`src/rtl/sram_dp_pkg.sv`:
```
package sram_dp_pkg;
  typedef enum logic [1:0] {
    CMD_IDLE  = 2'd0,
    CMD_READ  = 2'd1,
    CMD_WRITE = 2'd2
  } cmd_e;
endpackage

```
`src/rtl/sram_dp_ctrl.sv`:
```
module sram_dp_ctrl
  import sram_dp_pkg::*;
#(
  parameter int NB = 4
) (
  input  logic          ce_ni,
  input  logic          sleep_i,
  input  logic          gw_ni,
  input  logic          bwe_ni,
  input  logic [NB-1:0] bsel_ni,
  output cmd_e          cmd_o,
  output logic [NB-1:0] be_o
);
  always_comb begin
    cmd_o = CMD_IDLE;
    be_o  = '0;
    if (!ce_ni && !sleep_i) begin
      if (!gw_ni) begin
        // global write wins over the byte path
        cmd_o = CMD_WRITE;
        be_o  = '1;
      end else if (!bwe_ni) begin
        cmd_o = CMD_WRITE;
        be_o  = ~bsel_ni;
      end else begin
        cmd_o = CMD_READ;
      end
    end
  end
endmodule

```
`src/rtl/sram_dp_array.sv`:
```
module sram_dp_array #(
  parameter int AW = 4,
  parameter int NB = 4,
  parameter int BW = 8,
  localparam int DW = NB * BW,
  localparam int DEPTH = 1 << AW
) (
  input  logic          clk_i,
  input  logic [NB-1:0] be_i,
  input  logic [AW-1:0] waddr_i,
  input  logic [DW-1:0] wdata_i,
  input  logic [AW-1:0] raddr_i,
  output logic [DW-1:0] rdata_o
);
  for (genvar b = 0; b < NB; b++) begin : g_lane
    logic [BW-1:0] lane_q [DEPTH];
    always_ff @(posedge clk_i) begin
      if (be_i[b]) lane_q[waddr_i] <= wdata_i[b*BW +: BW];
    end
    assign rdata_o[b*BW +: BW] = lane_q[raddr_i];
  end
endmodule

```
`src/rtl/sram_dp_outpipe.sv`:
```
module sram_dp_outpipe #(
  parameter int DW = 32
) (
  input  logic          clk_i,
  input  logic          rst_ni,
  input  logic          rd_i,
  input  logic [DW-1:0] arr_i,
  input  logic          pipe_i,
  input  logic          oe_ni,
  input  logic          sleep_i,
  output logic [DW-1:0] rdata_o,
  output logic          drive_o
);
  logic          rd_q, rd_qq;
  logic [DW-1:0] data_q;
  logic          en;

  // drive enable rides the same stages as data: deselect costs equal latency
  always_ff @(posedge clk_i or negedge rst_ni) begin
    if (!rst_ni) begin
      rd_q   <= 1'b0;
      rd_qq  <= 1'b0;
      data_q <= '0;
    end else begin
      rd_q  <= rd_i;
      rd_qq <= rd_q;
      if (rd_q) data_q <= arr_i;
    end
  end

  assign en      = pipe_i ? rd_qq : rd_q;
  assign rdata_o = pipe_i ? data_q : arr_i;
  assign drive_o = en & ~oe_ni & ~sleep_i;
endmodule

```
`src/rtl/sram_dp.sv`:
```
module sram_dp
  import sram_dp_pkg::*;
#(
  parameter int AW = 4,
  parameter int NB = 4,
  parameter int BW = 8,
  localparam int DW = NB * BW
) (
  input  logic          clk_i,
  input  logic          rst_ni,
  input  logic          ce_ni,
  input  logic          gw_ni,
  input  logic          bwe_ni,
  input  logic [NB-1:0] bsel_ni,
  input  logic [AW-1:0] addr_i,
  input  logic [DW-1:0] wdata_i,
  input  logic          pipe_i,
  input  logic          oe_ni,
  input  logic          sleep_i,
  output logic [DW-1:0] rdata_o,
  output logic          drive_o
);
  cmd_e          cmd;
  logic [NB-1:0] be_w;
  logic [AW-1:0] addr_q;
  logic [DW-1:0] arr_data;

  sram_dp_ctrl #(.NB(NB)) u_ctrl (
    .ce_ni   (ce_ni),
    .sleep_i (sleep_i),
    .gw_ni   (gw_ni),
    .bwe_ni  (bwe_ni),
    .bsel_ni (bsel_ni),
    .cmd_o   (cmd),
    .be_o    (be_w)
  );

  always_ff @(posedge clk_i or negedge rst_ni) begin
    if (!rst_ni)                addr_q <= '0;
    else if (cmd == CMD_READ)   addr_q <= addr_i;
  end

  sram_dp_array #(.AW(AW), .NB(NB), .BW(BW)) u_array (
    .clk_i   (clk_i),
    .be_i    (be_w),
    .waddr_i (addr_i),
    .wdata_i (wdata_i),
    .raddr_i (addr_q),
    .rdata_o (arr_data)
  );

  sram_dp_outpipe #(.DW(DW)) u_out (
    .clk_i   (clk_i),
    .rst_ni  (rst_ni),
    .rd_i    (cmd == CMD_READ),
    .arr_i   (arr_data),
    .pipe_i  (pipe_i),
    .oe_ni   (oe_ni),
    .sleep_i (sleep_i),
    .rdata_o (rdata_o),
    .drive_o (drive_o)
  );
endmodule

```
`config.mk`:
```
export PLATFORM = sky130hd
export DESIGN_NAME = sram_dp
export DESIGN_NICKNAME = d
export VERILOG_FILES = /design/src/rtl/sram_dp_pkg.sv /design/src/rtl/sram_dp_ctrl.sv /design/src/rtl/sram_dp_array.sv /design/src/rtl/sram_dp_outpipe.sv /design/src/rtl/sram_dp.sv
export SDC_FILE = /design/constraint.sdc
export NUM_CORES = 1
export LEC_CHECK = 0
export BUFFER_PORTS_ARGS = -buffer_cell sky130_fd_sc_hd__buf_2
export CAP_MARGIN = 10
export CORE_MARGIN = 3
export CORE_UTILIZATION = 66
export DETAILED_ROUTE_END_ITERATION = 10
export GPL_ROUTABILITY_DRIVEN = 0
export HOLD_SLACK_MARGIN = 0.05
export PLACE_DENSITY = 0.82
export SYNTH_ARGS = -nofsm -noshare
export SYNTH_HDL_FRONTEND = slang
export SYNTH_SLANG_ARGS = --single-unit
```
`constraint.sdc`:
```
create_clock -name clk_i -period 2.9 [get_ports clk_i]
set_clock_uncertainty 0.1 [all_clocks]
set_input_delay 0.145 -clock clk_i [delete_from_list [all_inputs] [get_ports clk_i]]
set_output_delay 0.145 -clock clk_i [all_outputs]
set_load 0.1 [all_outputs]
```
# Word level (Yosys, flattened, before mapping)
# Memory sizes are Yosys's and may differ from the RTL's.
# Index checks and enable logic that the tools add are counted.
[op_classes]
n_mux = 16
reduce_logical = 3
eq_ne = 1
bitwise_logic = 5
[op_table]
columns = ["operator", "count"]
rows = [
  ["2-to-1 mux 32 bit", 1],
  ["2-to-1 mux 4 bit", 3],
  ["2-to-1 mux 1 bit", 9],
  ["2-to-1 mux 2 bit", 3],
  ["NOT 4 bit", 1],
  ["AND 1 bit", 2],
  ["== test 2 x 1 -> 1 bit, second input constant", 1],
  ["zero test 1 bit", 2],
  ["NOT 1 bit", 2],
  ["logical AND 1 bit", 1],
]
[word_totals]
reg_bits = 38
input_bits = 48
ramBits = 512
wordCells = 33
mem_count = 4
[mem_list]
columns = ["memory", "words", "word_bits", "read_ports", "rd_clocked_by_memory_dff", "write_ports", "line_no", "rtl"]
rows = [
  ["u_array.g_lane[0].lane_q", 16, 8, 1, 0, 1, "sram_dp_array.sv:16", "logic [BW-1:0] lane_q [DEPTH];"],
  ["u_array.g_lane[1].lane_q", 16, 8, 1, 0, 1, "sram_dp_array.sv:16", ""],
  ["u_array.g_lane[2].lane_q", 16, 8, 1, 0, 1, "sram_dp_array.sv:16", ""],
  ["u_array.g_lane[3].lane_q", 16, 8, 1, 0, 1, "sram_dp_array.sv:16", ""],
]

# Depth between registers and ports, before layout
[logic_depth]
ltp_word = 6
depth_mapped = 9

# By module
# A second synthesis with hierarchy kept.
[hier_totals]
hier_cells = 1002
area_unflattened_um2 = 21798.4
[modules_own_cells]
columns = ["module", "n_inst", "area_each_um2", "cells_each"]
rows = [
  ["sram_dp_array", 1, 19603.8, 873],
  ["sram_dp_outpipe", 1, 1951.9, 108],
  ["sram_dp", 1, 177.7, 10],
  ["sram_dp_ctrl", 1, 65.1, 11],
]

# Least setup slack after synthesis
# No wires, ideal clock.
[synth_path]
path_kind = "register to output"
start = "register u_out.rd_q"
end = "output port drive_o"
setup_slack_ps = -369
stages_incl_launch_ff = 5
arrival_time_ps = 3024
path_cell_list = "dfrtp_1 > clkbuf_1 > clkbuf_1 > mux2i_1 > nor3_1"
[synth_between]
elab_chain_len = 3
[synth_lines]
columns = ["element", "line_no", "rtl"]
rows = [
  ["start, declared", "sram_dp_outpipe.sv:14", "logic rd_q, rd_qq;"],
  ["start signal, assigned", "sram_dp_outpipe.sv:25", "rd_q <= rd_i;"],
  ["2-to-1 mux 1 bit", "sram_dp_outpipe.sv:31", "assign en = pipe_i ? rd_qq : rd_q;"],
  ["AND 1 bit (2 in a row)", "sram_dp_outpipe.sv:33", "assign drive_o = en & ~oe_ni & ~sleep_i;"],
  ["end, declared", "sram_dp.sv:21", "output logic drive_o"],
]
# Every way passes these cells.

# Final worst setup path
[layout_path]
start = "register addr_q[0]"
end = "output port rdata_o[25]"
[layout_between]
elab_chain_len = 2
[layout_lines]
columns = ["element", "line_no", "rtl"]
rows = [
  ["start, declared", "sram_dp.sv:25", "logic [AW-1:0] addr_q;"],
  ["start signal, assigned", "sram_dp.sv:40", "else if (cmd == CMD_READ) addr_q <= addr_i;"],
  ["memory (16 x 8 bit)", "--", ""],
  ["2-to-1 mux 32 bit", "sram_dp_outpipe.sv:32", "assign rdata_o = pipe_i ? data_q : arr_i;"],
  ["end, declared", "sram_dp.sv:20", "output logic [DW-1:0] rdata_o,"],
]
# Every way passes these cells.

==> flow_metrics.env <==
export IMPL_start_kind="flop"
export IMPL_synth_edff_count=512
export IMPL_antenna_found_initial=1
export IMPL_hpwl_um=29000
export IMPL_yosys_area_share_simple_pct=3.51
export IMPL_final_max_slew_viol_count=0
export IMPL_overflow=0
export IMPL_synthFlopType="edfxtp_1"
export IMPL_cts_buffers=52
export IMPL_period_needed_ns=3.15
export IMPL_ys_seq_area_share_pct=74.6
export IMPL_clk_pin_slew_ns=0.07
export IMPL_p_leak_nw=9.52
export IMPL_max_freq_ghz=0.318
export IMPL_crit_required_ns=2.65
export IMPL_syn2layout_area_growth_pct=23.5
export IMPL_fill_cells=1328
export IMPL_layout_area_seq_mm2=0.0163
export IMPL_fin_crit_sh_pct=108
export IMPL_crit_top_cell="buf_12"
export IMPL_synth_cell_types=29
export IMPL_min_path_type="in -> reg"
export IMPL_crit_arrival_ns=2.90
export IMPL_ff2ff_setup_slack_ns=0.38
export IMPL_p_per_area_mw_per_mm2=851
export IMPL_status="complete, but fails checks"
export IMPL_grt_start_max_net_pins=49
export IMPL_cts_sinks=550
export IMPL_die_w_um=188
export IMPL_final_core_util_pct=82.8
export IMPL_setup_ws_ns=-0.246
export IMPL_dieArea_mm2=0.0354
export IMPL_pin_count=81
export IMPL_ant_nets=0
export IMPL_syn_inst=1143
export IMPL_multiInputGateArea_mm2=0.00569
export IMPL_tns_ns=-5.00
export IMPL_layout_common_cells="edfxtp_1 (512), mux2i_1 (119), buf_4 (98)"
export IMPL_worst_pin_slew_ns=1.16
export IMPL_synth_net_count=1191
export IMPL_synth_top_family_by_area="multiplexers"
export IMPL_synth_warnings=0
export IMPL_die_h_um=188
export IMPL_critPathMaxStageDelay_ns=0.53
export IMPL_start_util_pct=67.0
export IMPL_grt_pass1_vias=13500
export IMPL_ir_drop_mv=0.676
export IMPL_synthMuxAreaShare_pct=15.9
export IMPL_finalSetupViolCount=32
export IMPL_drtIter0Drc=2131
export IMPL_timing_slew_headroom_pct=22.4
export IMPL_clkLatencyLatePin_ns=0.59
export IMPL_cts_buffer_depth=3
export IMPL_synth_area_mm2=0.0219
export IMPL_cts_tree="yes"
export IMPL_coreArea_mm2=0.0326
export IMPL_portBuffers=80
export IMPL_vias=13200
export IMPL_wl_um=63500
export IMPL_num_rows=66
export IMPL_final_common_cell="edfxtp_1"
export IMPL_drcViolationCount=0
export IMPL_grt_pass1_wl_um=89300
export IMPL_endpoint_kind="output pin"
export IMPL_drive_gt1_share_pct=34.5
export IMPL_ys_ff_latch=550
export IMPL_path_max_fanout=6
export IMPL_cap_violations=0
export IMPL_cts_htree_levels=2
export IMPL_synth_xor_area_share_pct=0
export IMPL_cts_root_buf="clkbuf_16"
export IMPL_synth_top_area_share_pct=70.3
export IMPL_wl_per_cell_um=34.1
export IMPL_drt_pass1_iter_count=7
export IMPL_nets=1425
export IMPL_yosysTopAreaCell="edfxtp_1"
export IMPL_synth_compound_area_share_pct=4.00
export IMPL_synth_avg_cell_area_um2=19.1
export IMPL_viasPerCell=7.10
export IMPL_cpMaxStageDelayCell="mux4_2"
export IMPL_crit_type="reg -> out"
export IMPL_track_usage_pct=34.6
export IMPL_violations="negative setup slack"
export IMPL_synthArstFlopShare_pct=6.91
export IMPL_rsz0062_at_grt="true"
export IMPL_finalHoldViolations=0
export IMPL_synthTopCellsByArea="edfxtp_1 (70%), mux4_2 (6.6%), mux2i_1 (5.9%)"
export IMPL_synthAdderAreaFrac_pct=0
export IMPL_path_cells="buf_12, buf_16, mux4_2, nand2b_1, a22o_1, mux2_4, buf_12"
[worst max-delay path: cells and delay by family, from the launching register on]
kind,cells,cell delay (ns)
compound gates,1,0.29
buf+inv,3,0.49
simple gates,1,0.21
mux,2,0.85
flops,1,0.48
[metrics by stage]
step	total power, mW	area [um^2]	setup slack (ns)	hold WS [ns]	instances
final	23.0	27000	-0.246	0.223	1863
after global routing	23.4	27000	-0.272	0.220	1863
after CTS	22.3	26700	-0.144	0.0792	1853
after detailed placement	14.9	23700	0.338	0.302	1688
after global placement	14.8	23700	0.382	0.291	1688
after floorplan	13.1	21900	0.471	-0.251	1143
[layer usage]
layer / wire length, um / track usage [%] / part of all wire, %
met1: 20800 / 44.4 / 33
met2: 31900 / 57.6 / 50
met3: 7360 / 7.33 / 12
met4: 3470 / 15.8 / 5.5
met5: 0 / 0 / 0
[power by group]
group          switching (mW)  internal, mW
Sequential              0.225          8.98
Combinational            3.97          2.99
Clock                    2.99          3.82
[cell type report]
class / count / area share, %
diodes: 1 / 0.00927
clock inverters: 28 / 1.01
inverters: 1 / 0.0139
multi-input cells: 523 / 21.1
flip-flops and latches: 550 / 60.5
repair buffers: 249 / 10.2
well taps: 442 / 2.05
clock buffers: 69 / 5.13
[synth_stat cells, types with 14 or more instances]
cell        n
nor2_1     81
nand2b_1   45
a221oi_1   47
a221o_1    17
mux4_2     64
edfxtp_1  512
clkbuf_1   38
nand2_1    14
dfrtp_1    38
mux2_2     67
a22o_1     20
mux2i_1   129
[logic make-up after synthesis]
group	count (synthesis)
and+or+nand+nor	162
muxes	260
buffers and inverters	70
AOI/OAI and AO/OA	101
DFF	550
[registers in the layout (all words and copies together), names as in the netlist]
signal and cells:
u_array.g_lane.lane_q 512, u_out.data_q 32, addr_q 4, u_out.rd_q 1, u_out.rd_qq 1
[repair_timing]
action | CTS | global route
hold buffers | 39 | 0
endpoints found under the setup margin | 32 | 32
gates cloned | 11 | 3
setup buffers | 18 | 7
resized for setup | 102 | 35
hold endpoints to repair | 555 | 0
pin swaps | 19 | 11
[worst paths after layout]
path / startpoint / depth (start not counted) / to
max: addr_q[0] / 7 / rdata_o[25]
min: bwe_ni / 4 / addr_q[3]
max reg2reg: addr_q[0] / 8 / u_out.data_q[30]
min reg2reg: u_out.data_q[9] / 1 / u_out.data_q[9]
max in group asynchronous: rst_ni / 2 / addr_q[0]
min in group asynchronous: rst_ni / 2 / u_out.data_q[18]
No activity file was read; power rests on OpenSTA's default activity.
